**src/rtl/stack_ptr_unit.sv**
```systemverilog
module stack_ptr_unit #(
  parameter int SP_W = 10,
  parameter logic [SP_W-1:0] TOP_VALUE = SP_W'(16'h025F)
) (
  input  logic            clk,
  input  logic            rst_n,
  input  logic            push_data,
  input  logic            pop_data,
  input  logic            push_ret,
  input  logic            pop_ret,
  input  logic            io_we,
  input  logic            io_sel,
  input  logic [7:0]      io_wdata,
  output logic [7:0]      io_rdata,
  output logic [SP_W-1:0] addr0,
  output logic [SP_W-1:0] addr1,
  output logic            misuse
);

  localparam bit HAS_HI = SP_W > 8;
  localparam logic [SP_W-1:0] ONE = SP_W'(1);
  localparam logic [SP_W-1:0] TWO = SP_W'(2);

  logic [SP_W-1:0] sp, sp_next, sp_wr;
  logic [15:0]     sp16, wr16;

  assign sp16 = 16'(sp);

  always_comb begin
    if (io_sel) wr16 = HAS_HI ? {io_wdata, sp16[7:0]} : sp16;
    else        wr16 = {sp16[15:8], io_wdata};
  end
  assign sp_wr = SP_W'(wr16);

  always_comb begin
    sp_next = sp;
    if (io_we)          sp_next = sp_wr;
    else if (push_data) sp_next = sp - ONE;
    else if (push_ret)  sp_next = sp - TWO;
    else if (pop_data)  sp_next = sp + ONE;
    else if (pop_ret)   sp_next = sp + TWO;
  end

  always_ff @(posedge clk) begin
    if (!rst_n) sp <= TOP_VALUE;
    else        sp <= sp_next;
  end

  assign addr0    = (pop_data || pop_ret) ? sp + ONE : sp;
  assign addr1    = push_ret ? sp - ONE : (pop_ret ? sp + TWO : addr0);
  assign io_rdata = io_sel ? sp16[15:8] : sp16[7:0];
  assign misuse   = (push_data || push_ret) && (sp16 <= 16'h0040);

  p_strobe_onehot: assert property (@(posedge clk) disable iff (!rst_n)
    $onehot0({push_data, pop_data, push_ret, pop_ret}));

  p_push_step_r2: assert property (@(posedge clk) disable iff (!rst_n)
    push_data && !io_we |=> sp == $past(sp) - ONE);

  p_call_step_r3: assert property (@(posedge clk) disable iff (!rst_n)
    push_ret && !io_we |=> sp == $past(sp) - TWO);

  p_pop_step_r4: assert property (@(posedge clk) disable iff (!rst_n)
    pop_data && !io_we |=> sp == $past(sp) + ONE);

  p_ret_step_r5: assert property (@(posedge clk) disable iff (!rst_n)
    pop_ret && !io_we |=> sp == $past(sp) + TWO);

  p_io_lo_r7: assert property (@(posedge clk) disable iff (!rst_n)
    io_we && !io_sel |=> io_sel || io_rdata == ($past(io_wdata) & 8'(16'(sp_wr | ~sp_wr))));

  p_idle_hold_r11: assert property (@(posedge clk) disable iff (!rst_n)
    !io_we && !push_data && !pop_data && !push_ret && !pop_ret |=> $stable(sp));

  p_pop_clean_r10: assert property (@(posedge clk) disable iff (!rst_n)
    (pop_data || pop_ret) |-> !misuse);

endmodule

```
**config.mk**
```make
export PLATFORM = sky130hd
export DESIGN_NAME = stack_ptr_unit
export DESIGN_NICKNAME = d
export VERILOG_FILES = /design/src/rtl/stack_ptr_unit.sv
export SDC_FILE = /design/constraint.sdc
export NUM_CORES = 1
export LEC_CHECK = 0
export BUFFER_PORTS_ARGS = -buffer_cell sky130_fd_sc_hd__buf_2
export CAP_MARGIN = 20
export CELL_PAD_IN_SITES_DETAIL_PLACEMENT = 0
export CELL_PAD_IN_SITES_GLOBAL_PLACEMENT = 1
export CORE_MARGIN = 1
export CORE_UTILIZATION = 32
export DETAILED_ROUTE_END_ITERATION = 10
export GPL_TIMING_DRIVEN = 0
export PLACE_DENSITY_LB_ADDON = 0.1
export SLEW_MARGIN = 20
export SYNTH_ARGS = -nofsm -noshare
export SYNTH_HDL_FRONTEND = slang
export SYNTH_SLANG_ARGS = --single-unit
```
**constraint.sdc**
```tcl
create_clock -name clk -period 2.65 [get_ports clk]
set_input_delay 0.265 -clock clk [delete_from_list [all_inputs] [get_ports clk]]
set_output_delay 0.265 -clock clk [all_outputs]
set_load 0.02 [all_outputs]
```
; ---- Word level (Yosys, flattened, before mapping)
; Cells that the tools add are included.
[classes]
eq_ne = 2
n_bitwise = 0
n_mux = 10
div = 0
shift = 0
reduce_logical = 6
n_addsub = 4
multipliers = 0
order_cmp = 1
[ops]
columns = op, n
row1 = 10-bit 2-to-1 mux, 9
row2 = 10-bit by 1-bit adder with 10-bit output (second input constant), 1
row3 = 10-bit by 2-bit adder with 10-bit output (second input constant), 1
row4 = 10-bit by 7-bit less-or-equal comparator with 1-bit output (second input constant), 1
row5 = 10-bit by 1-bit subtractor with 10-bit output (second input constant), 1
row6 = 10-bit by 2-bit subtractor with 10-bit output (second input constant), 1
row7 = 8-bit 2-to-1 mux, 1
row8 = 5-bit nonzero test, 1
row9 = 2-bit AND reduction, 2
row10 = 1-bit logical OR, 2
row11 = 2-bit by 1-bit inequality test with 1-bit output (second input constant), 1
row12 = 2-bit inequality test (second input constant), 1
row13 = 1-bit logical AND, 1
[word_totals]
ff_bits = 10
wordCells = 25
romBits = 0
in_bits = 16
latchBits = 0
mem_count = 0
out_inout_bits = 29
ram_bits = 0

; ---- Depth between registers and ports, before layout
[logic_depth]
depth_word = 6
depth_mapped = 8
mapped_depth_nobuf = 7

; ---- Least setup slack after synthesis
; No wires, ideal clock.
[synth_timing]
path_kind = reg-to-output
startpoint = register sp[2]
endpoint = output addr1[9]
path_slack_ns = 0.411
path_stages_with_launch = 8
t_arrival_ns = 1.974
n_path_buf = 1
t_required_ns = 2.385
path_cell_list = dfxtp_1 buf_2 inv_1 ha_1 or3b_1 nor4_4 a22o_1 xor2_1
[synth_via]
elab_chain_len = 4
elab_cells_between_ends = 6
cone_classes = add/sub (3) / mux (3)
[synth_rtl]
columns = item, line_no
row1 = "start, declared", 24  ; logic [SP_W-1:0] sp, sp_next, sp_wr;
row2 = "start signal, assigned", 46  ; else sp <= sp_next;
row3 = 10-bit by 1-bit adder with 10-bit output, 49  ; assign addr0 = (pop_data || pop_ret) ? sp + ONE : sp;
row4 = 10-bit 2-to-1 mux, 49
row5 = 10-bit 2-to-1 mux, 50  ; assign addr1 = push_ret ? sp - ONE : (pop_ret ? sp + TWO : addr0);
row6 = 10-bit 2-to-1 mux (*), 50
row7 = "end, declared", 16  ; output logic [SP_W-1:0] addr1,
; Mark *: on every way between the ends. The rest lies on a longest branch, timed or not.

; ---- Worst setup path after layout
; Ends and elaborated chain as after synthesis.

==> impl_metrics.env <==
export IMPL_ir_drop_mv=0.138
export IMPL_holdPathStages=3
export IMPL_crit_arrival_ns=2.21
export IMPL_synth_edf_count=0
export IMPL_ios=45
export IMPL_grt_ovfl_total=0
export IMPL_area_growth_pct=21.7
export IMPL_placement_io_buffers=40
export IMPL_die_height_um=74.4
export IMPL_worst_hold_path_type="input pin to flip-flop"
export IMPL_cts_setup_buffers=0
export IMPL_wl_per_cell_um=16.9
export IMPL_placed_cells=345
export IMPL_antenna_left=0
export IMPL_crit_start="sp[2]"
export IMPL_cts_tree="done"
export IMPL_critical_path_class="flip-flop to output port"
export IMPL_r2r_worst_path_cells=8
export IMPL_final_util=0.418
export IMPL_slew_headroom=0.530
export IMPL_num_antenna_cells=0
export IMPL_crit_required_ns=2.38
export IMPL_max_slew_worst_pin_slew_ns=0.686
export IMPL_drtIter0Drc=114
export IMPL_tns_ns=0
export IMPL_root_buffer="clkbuf_8"
export IMPL_ys_seq_area_frac=0.119
export IMPL_track_usage=0.223
export IMPL_stdcell_count=349
export IMPL_dr_pass1_iters=4
export IMPL_avgSynthCellArea_um2=7.04
export IMPL_netlist_instances=238
export IMPL_min_period_ns=2.48
export IMPL_antenna_found_initial=0
export IMPL_netlist_area_um2=1680
export IMPL_clockBufferDepth=2
export IMPL_worst_r2r_startpoint="sp[0]"
export IMPL_cts_made_buffers=3
export IMPL_largest_reg_flops=10
export IMPL_gp_congestion=0.936
export IMPL_syn_nets=259
export IMPL_fmax_ghz=0.403
export IMPL_outcome="finished clean"
export IMPL_drive_above_1_share=0.248
export IMPL_via_count=1931
export IMPL_clkSlewWorstSetupHoldPaths_ns=0.05
export IMPL_power_leakage_nw=0.813
export IMPL_dp_hpwl_um=4550
export IMPL_postSynth_asyncResetShare=0
export IMPL_cts_num_sinks=10
export IMPL_cts_resized=1
export IMPL_die_area_um2=5530
export IMPL_rsz0062_at_grt="false"
export IMPL_power_total_w=0.000887
export IMPL_avgViaCountPerCell=5.53
export IMPL_grt_max_degree=11
export IMPL_nets=304
export IMPL_grt_pass1_vias=1756
export IMPL_wl_um=5880
export IMPL_critPathMaxFanout=10
export IMPL_rows=25
export IMPL_hold_viol_final=0
export IMPL_die_x_um=74.4
export IMPL_power_density_nw_per_um2=435
export IMPL_yosysWarnings=0
export IMPL_yosysUniqueCellTypes=56
export IMPL_setup_violations=0
export IMPL_drc=0
export IMPL_synth_main_ff_cell="dfxtp_1"
export IMPL_synth_seq_cells=10
export IMPL_h_tree_depth=1
export IMPL_top_regs="sp (10)"
export IMPL_hp_start="io_wdata[1]"
export IMPL_grt_pass1_wl_um=9170
export IMPL_hold_buffers=0
export IMPL_worstSetupStartpointType="flip-flop"
export IMPL_start_util=0.343
export IMPL_fin_worst_skew_ns=0.00130
export IMPL_clkLatencyLatePin_ns=0.25
export IMPL_final_max_slew_viol_count=0
export IMPL_period_share=0.936
export IMPL_maxCapViolCount=0
export IMPL_core_area_um2=4880
export IMPL_regMostFlops="sp"
export IMPL_cp_end_kind="output port"
[cell families (layout without fill, tap and decap cells)]
group	count (synthesis)	count (layout)	share of synthesized area
compound gates	65	65	0.273
xor+xnor	25	25	0.131
fa+ha+maj	5	5	0.0373
buf+inv	28	72	0.0784
flops	10	10	0.119
mux	7	7	0.0433
simple gates	98	98	0.318
[power by group]
group / total, W / switching [W] / internal, W
registers: 0.000190 / 0.0000230 / 0.000167
clock network: 0.000202 / 0.0000708 / 0.000132
logic: 0.000495 / 0.000314 / 0.000180
[cell usage in the layout, fill, tap and decap left out, types with 2 or more instances in the layout]
master / count
xnor2_1: 11
xor2_1: 14
o21ai_0: 14
or3_1: 3
nor2b_1: 11
nand3_1: 10
nand4_1: 3
o31ai_1: 4
inv_1: 4
ha_1: 4
a21oi_1: 13
nand2b_1: 3
clkbuf_1: 11
clkbuf_8: 4
mux2i_1: 5
buf_2: 46
a211oi_1: 2
mux2_2: 2
or2_2: 2
a22o_1: 2
a211o_1: 2
nor4_1: 3
nor4_4: 2
o311ai_0: 2
dfxtp_1: 9
nor3_1: 12
a32oi_1: 4
o32ai_1: 2
o31a_1: 2
nor2_1: 17
buf_4: 3
nand2_1: 24
nor3b_1: 2
[layout make-up]
cell class / instances / area [um^2]
fill: 537 / 2840
multi-input combinational: 200 / 1360
sequential: 10 / 201
timing repair buffer: 40 / 200
buffer: 22 / 110
tap: 67 / 83.8
clock buffer: 4 / 55.1
inverter: 6 / 25.0
[critical path: stages (launching register included)]
cell     delay, ns
dfxtp_1       0.32
buf_2         0.20
inv_2         0.11
ha_4          0.16
or3b_4        0.41
nor4_4        0.27
a22o_1        0.18
xor2_1        0.13
buf_2         0.18
[per-stage QoR]
step / setup slack, ns / hold slack, ns / cell area (um^2)
after CTS: 0.00965 / 0.265 / 2010
after detailed placement: 0.170 / 0.514 / 1960
after global placement: 0.171 / 0.511 / 1960
after floorplan: 0.411 / 0.396 / 1680
final: 0.170 / 0.267 / 2040
after global routing: 0.0248 / 0.277 / 2040
[final timing paths]
path,endpoint,slack [ns]
setup / recovery,addr1[9],0.17
hold / removal,sp[1],0.27
setup reg to reg,sp[4],0.51
hold reg to reg,sp[1],0.61
[per-layer routing]
layer	up-vias	share of wire	track usage
met3	7	0.065	0.0542
met4	0	0.012	0.0482
met5	-	0	0
met1	899	0.45	0.295
met2	62	0.47	0.368
li1	963	-	-
[Yosys cell counts, drive strengths merged (6+ instances only)]
cell type	number	area (um^2)
a21oi	14	70.1
buf	10	63.8
clkbuf	12	45.0
dfxtp	10	200
inv	6	22.5
nand2	24	90.1
nand3	10	50.1
nor2	17	63.8
nor2b	11	68.8
nor3	12	60.1
o21ai	15	75.1
xnor2	11	96.3
xor2	14	123
Note: power is estimated with default switching activity, not from simulation.
